==> config.mk <==
export PLATFORM = sky130hd
export DESIGN_NAME = bwm_adapter
export DESIGN_NICKNAME = d
export VERILOG_FILES = /design/src/rtl/bwm_pkg.sv /design/src/rtl/bwm_strobe_gen.sv /design/src/rtl/bwm_sipo.sv /design/src/rtl/bwm_piso.sv /design/src/rtl/bwm_adapter.sv
export SDC_FILE = /design/constraint.sdc
export NUM_CORES = 1
export LEC_CHECK = 0
export BUFFER_PORTS_ARGS = -buffer_cell sky130_fd_sc_hd__buf_2
export CAP_MARGIN = 30
export CORE_AREA = 2 2 47 49
export CTS_CLUSTER_SIZE = 14
export DETAILED_ROUTE_END_ITERATION = 12
export DIE_AREA = 0 0 49 51
export GPL_ROUTABILITY_DRIVEN = 0
export PLACE_DENSITY = 0.78
export SLEW_MARGIN = 20
export SYNTH_ARGS = -nofsm -noshare
export SYNTH_HDL_FRONTEND = slang
export SYNTH_SLANG_ARGS = --single-unit
==> constraint.sdc <==
create_clock -name clk -period 2 [get_ports clk]
set_clock_uncertainty 0.2 [all_clocks]
set_input_delay 0.1 -clock clk [delete_from_list [all_inputs] [get_ports clk]]
set_output_delay 0.1 -clock clk [all_outputs]
set_load 0.05 [all_outputs]
==> src/rtl/bwm_pkg.sv <==
package bwm_pkg;

  // Flat slow-wire index for bit position pos of fast lane lane.
  function automatic int unsigned slow_index(input int unsigned lane,
                                             input int unsigned pos,
                                             input int unsigned ratio);
    return lane * ratio + pos;
  endfunction

  // True on the last phase of a slow period.
  function automatic bit phase_is_last(input int unsigned phase,
                                       input int unsigned ratio);
    return phase == ratio - 1;
  endfunction

  // Virtual width permitted by the cap.
  function automatic bit width_fits(input int unsigned lanes,
                                    input int unsigned ratio,
                                    input int unsigned cap);
    return (lanes * ratio) <= cap;
  endfunction

endpackage

==> src/rtl/bwm_strobe_gen.sv <==
module bwm_strobe_gen #(
  parameter int unsigned RATIO = 4
) (
  input  logic clk,
  input  logic rst,
  input  logic test_en,
  output logic stb
);
  import bwm_pkg::*;

  localparam int unsigned CW = (RATIO > 2) ? $clog2(RATIO) : 1;

  logic [CW-1:0] phase_q;
  logic          wrap;

  assign wrap = phase_is_last(32'(phase_q), RATIO);
  assign stb  = test_en & wrap;

  always_ff @(posedge clk) begin
    if (rst) begin
      phase_q <= '0;
    end else if (test_en) begin
      phase_q <= wrap ? '0 : phase_q + 1'b1;
    end
  end

  // the strobe never lasts more than one cycle
  assert_stb_single_R2: assert property (@(posedge clk) disable iff (rst)
    stb |=> !stb);

  // a frozen adapter keeps its phase
  assert_phase_frozen_R8: assert property (@(posedge clk) disable iff (rst)
    !test_en |=> $stable(phase_q));

endmodule

==> src/rtl/bwm_sipo.sv <==
module bwm_sipo #(
  parameter int unsigned RATIO = 4
) (
  input  logic             clk,
  input  logic             rst,
  input  logic             en,
  input  logic             stb,
  input  logic             si,
  output logic [RATIO-1:0] par_o
);
  logic [RATIO-1:0] sr_q;
  logic [RATIO-1:0] sr_next;
  logic [RATIO-1:0] hold_q;

  // oldest bit drifts toward index 0
  assign sr_next = {si, sr_q[RATIO-1:1]};
  assign par_o   = hold_q;

  always_ff @(posedge clk) begin
    if (rst) begin
      sr_q   <= '0;
      hold_q <= '0;
    end else begin
      if (en)  sr_q   <= sr_next;
      if (stb) hold_q <= sr_next;
    end
  end

  // held word moves only on the strobe
  assert_hold_stable_R4: assert property (@(posedge clk) disable iff (rst)
    !stb |=> $stable(hold_q));

  // the bit sampled on the strobe edge is the newest, at the top index
  assert_newest_top_R3: assert property (@(posedge clk) disable iff (rst)
    stb |=> hold_q[RATIO-1] == $past(si));

endmodule

==> src/rtl/bwm_piso.sv <==
module bwm_piso #(
  parameter int unsigned RATIO = 4
) (
  input  logic             clk,
  input  logic             rst,
  input  logic             en,
  input  logic             ld,
  input  logic [RATIO-1:0] par_i,
  output logic             so
);
  logic [RATIO-1:0] psr_q;

  assign so = psr_q[0];

  always_ff @(posedge clk) begin
    if (rst) begin
      psr_q <= '0;
    end else if (ld) begin
      psr_q <= par_i;
    end else if (en) begin
      psr_q <= {1'b0, psr_q[RATIO-1:1]};
    end
  end

  // lowest-index wire leads after a load
  assert_load_first_R6: assert property (@(posedge clk) disable iff (rst)
    ld |=> so == $past(par_i[0]));

  // serial output frozen while disabled
  assert_so_frozen_R8: assert property (@(posedge clk) disable iff (rst)
    !en |=> $stable(so));

endmodule

==> src/rtl/bwm_adapter.sv <==
module bwm_adapter #(
  parameter int unsigned LANES     = 2,
  parameter int unsigned RATIO     = 4,
  parameter int unsigned WIDTH_CAP = 16
) (
  input  logic                     clk,
  input  logic                     rst,
  input  logic                     test_en,
  input  logic [LANES-1:0]         fast_si,
  input  logic [LANES*RATIO-1:0]   slow_resp,
  output logic [LANES-1:0]         fast_so,
  output logic [LANES*RATIO-1:0]   slow_stim,
  output logic                     slow_stb
);
  import bwm_pkg::*;

  localparam int unsigned VWIDTH = LANES * RATIO;

  if (!width_fits(LANES, RATIO, WIDTH_CAP)) begin : g_cap_check
    $error("virtual width exceeds WIDTH_CAP");
  end
  if (RATIO < 2) begin : g_ratio_check
    $error("RATIO must be at least 2");
  end

  logic stb;

  bwm_strobe_gen #(.RATIO(RATIO)) u_stb (
    .clk     (clk),
    .rst     (rst),
    .test_en (test_en),
    .stb     (stb)
  );

  assign slow_stb = stb;

  for (genvar g = 0; g < LANES; g++) begin : g_lane
    localparam int unsigned BASE = slow_index(g, 0, RATIO);

    bwm_sipo #(.RATIO(RATIO)) u_sipo (
      .clk   (clk),
      .rst   (rst),
      .en    (test_en),
      .stb   (stb),
      .si    (fast_si[g]),
      .par_o (slow_stim[BASE +: RATIO])
    );

    bwm_piso #(.RATIO(RATIO)) u_piso (
      .clk   (clk),
      .rst   (rst),
      .en    (test_en),
      .ld    (stb),
      .par_i (slow_resp[BASE +: RATIO]),
      .so    (fast_so[g])
    );
  end

  // reset observer for the check below
  logic rst_seen_q;
  always_ff @(posedge clk) rst_seen_q <= rst;

  always @(posedge clk) begin
    if (rst_seen_q) begin
      assert_reset_clear_R1: assert (slow_stim == '0 && fast_so == '0 && !stb)
        else $error("outputs not cleared after reset");
    end
  end

  // a disabled adapter never strobes
  assert_no_stb_when_off_R2: assert property (@(posedge clk) disable iff (rst)
    !test_en |-> !slow_stb);

  // stimulus bank frozen while disabled
  assert_stim_frozen_R8: assert property (@(posedge clk) disable iff (rst)
    !test_en |=> $stable(slow_stim));

  logic unused_width;
  assign unused_width = (VWIDTH == 0);

endmodule

==> impl_metrics.json <==
{
  "outcome": "completed",
  "grt_pass1_vias": 690,
  "die_area_sq_um": 2499,
  "r2r_start": "u_stb.phase_q[0]",
  "relSlewSlack_pct": 69.52,
  "clkSinkCount": 24,
  "crit_path_max_fanout": 17,
  "slowest_stage": "dfxtp_1",
  "syn_area_sq_um": 1033,
  "yosys_warnings": 0,
  "post_synth_num_cell_types": 18,
  "worstRegToRegCells": 4,
  "min_period_ns": 1.828,
  "hold_viol": 0,
  "fin_setup_tns_ns": 0,
  "final_area_sq_um": 1274,
  "path_cells": "ha_1 -> buf_4 -> and2_1 -> buf_2",
  "grt_max_degree": 28,
  "clk_pin_slew_ns": 0.13,
  "fmax_mhz": 547.0,
  "wirelength_um": 1975,
  "grt_remaining_overflow": 0,
  "min_from": "test_en",
  "initial_core_util_pct": 50.09,
  "grt_pass1_wl_um": 3174,
  "r2r-end": "u_stb.phase_q[0]",
  "place_area_sq_um": 1117,
  "first_pass_iters": 4,
  "ys_seq_area_share_pct": 46.49,
  "route.detailed.drc": 0,
  "max-cap-violations": 0,
  "post-cts-setup-buffers": 0,
  "drive_gt1_share_pct": 24.06,
  "cts-buffers-inserted": 3,
  "worstSkewPairLatency_ns": 0.30,
  "coreArea_sq_um": 2063,
  "antenna_left": 0,
  "port-buffer-count": 23,
  "seq_area_sq_um": 480.5,
  "place_ws_ns": 0.5028,
  "critPathMaxStageDelay_ns": 0.39,
  "grt_use_total_pct": 16.77,
  "required_ns": 1.70,
  "yosys.area.top_type": "dfxtp_1",
  "holdPathEnd": "g_lane[0].u_sipo.par_o[0]",
  "rsz0062_at_grt": "no",
  "worst_slack_ns": 0.1719,
  "critPathBufInv": 2,
  "ctsLongestPathBuffers": 2,
  "fill_cells": 171,
  "reg2reg_setup_slack_ns": 0.47,
  "cts_resized": 0,
  "cp.arrival_ns": 1.53,
  "hpwlAfterDp_um": 1140,
  "critical_path_class": "reg2out",
  "die-width_um": 49,
  "drt_iter0_drc": 10,
  "crit_family": "buffers and inverters",
  "wl_per_cell_um": 12.27,
  "vdd_drop_max_v": 0.0004845,
  "synth_cells": 103,
  "cts-root-buf": "clkbuf_4",
  "power-per-cell-area_nw_per_um2": 670.4,
  "total_power_uw": 853.9,
  "avgViaCountPerCell": 5.093,
  "p_leak_nw": 0.5346,
  "worst_slew_pin_slew_ns": 0.4572,
  "yosys-top-cells-area": "dfxtp_1 46%, mux2i_1 13%, a21bo_1 7.7%",
  "ys_ff_latch": 24,
  "antenna_found_initial": 0,
  "fin_nets": 148,
  "wl_met3_um": 52,
  "setup_viol": 0,
  "hold_ws_ns": 0.06330,
  "cp-end-kind": "output port",
  "synthToLayoutAreaGrowth_pct": 23.24,
  "wl_met2_um": 961,
  "highest_layer": "met4",
  "slew_violations": 0,
  "synth_nets": 117,
  "syn_area_per_cell_sq_um": 10.03,
  "cp-start-kind": "flip-flop",
  "h-tree-depth": 1,
  "die_h_um": 51,
  "pin_count": 24,
  "min_path_type": "in2reg",
  "num_rows": 17,
  "wirelength_met1_um": 944,
  "antenna-diode-count": 0,
  "synth_top_area_share_pct": 46.49,
  "cts_hold_buf": 12,
  "tritoncts": "yes",
  "post-route-period-util_pct": 91.40,
  "hold_depth": 3,
  "dr_total_vias": 820,
  "multi_input_area_sq_um": 464.2
}
==> cell usage in the layout (no fill, tap or decap), types with 3 or more instances in the layout <==
master | Yosys | layout
a21bo_1 | 8 | 8
a211oi_1 | 5 | 5
nand3_1 | 10 | 10
a21oi_1 | 10 | 10
mux2i_1 | 13 | 13
nand2b_1 | 3 | 3
buf_2 | 4 | 23
dfxtp_1 | 24 | 24
dlygate4sd3_1 | 0 | 12
clkbuf_4 | 0 | 3
buf_4 | 4 | 3
nor2_1 | 13 | 13
==> routing by layer <==
metal / vias to the layer above / global-route usage [%]
li1: 419 / -
met1: 384 / 21.03
met2: 15 / 28.08
met3: 2 / 2.632
met4: 0 / 8.571
met5: - / 0
==> state kept, by name (all words and copies together), names as in the netlist <==
signal	count
g_lane.u_piso.psr_q	8
g_lane.u_sipo.par_o	8
g_lane.u_sipo.sr_q	6
u_stb.phase_q	2
==> cells by family after synthesis <==
family | Yosys count | synth area share (%)
fa+ha+maj | 1 | 1.210
buf+inv | 12 | 8.596
flops | 24 | 46.49
simple gates | 28 | 12.83
mux | 13 | 12.59
compound gates | 25 | 18.28
==> report_power, final <==
| part | switching, mW | internal [mW] | leakage [nW] |
|---|---|---|---|
| sequential | 0.00877 | 0.493 | 0.195 |
| combinational | 0.0555 | 0.0485 | 0.318 |
| clock | 0.137 | 0.111 | 0.0210 |
==> stage by stage <==
step           utilization (%)  std cells
6_report                 61.73        161
5_1_grt                  61.73        161
4_1_cts                  61.73        161
3_5_place_dp             54.15        145
3_3_place_gp             54.15        145
2_1_floorplan                -        103
==> worst reg2reg max path, cell delays in order, from the launching register on <==
cell,delay (ns)
dfxtp_1,0.35
ha_1,0.21
buf_4,0.20
or3b_1,0.39
a21oi_2,0.12
==> cell usage after synthesis <==
cell type,instances
buf_2,4
dfxtp_1,24
or3b_1,1
a21bo_1,8
a211oi_1,5
nand3_1,10
nand2b_1,3
a211oi_2,1
buf_6,1
a21oi_2,1
ha_1,1
a21oi_1,10
and2_1,1
clkbuf_1,2
nor2_1,13
buf_4,4
mux2i_1,13
buf_12,1
==> area by class of cell <==
class                      count  share of cell area [%]
sequential                    24                   37.72
tap                           28                   2.750
clock buffer                   4                   2.849
timing repair buffer          38                   20.24
multi-input combinational     67                   36.44
==> worst max-delay path by stage <==
stage | depth (start not counted) | startpoint | slack (ns) | to
2_1_floorplan | 4 | u_stb.phase_q[0] | 0.46 | slow_stb
3_5_place_dp | 4 | u_stb.phase_q[0] | 0.50 | u_stb.phase_q[0]
4_1_cts | 4 | u_stb.phase_q[0] | 0.17 | slow_stb
3_3_place_gp | 4 | u_stb.phase_q[0] | 0.55 | u_stb.phase_q[0]
6_report | 4 | u_stb.phase_q[0] | 0.17 | slow_stb
5_1_grt | 4 | u_stb.phase_q[0] | 0.1 | slow_stb
No activity file was read; power rests on OpenSTA's default activity.
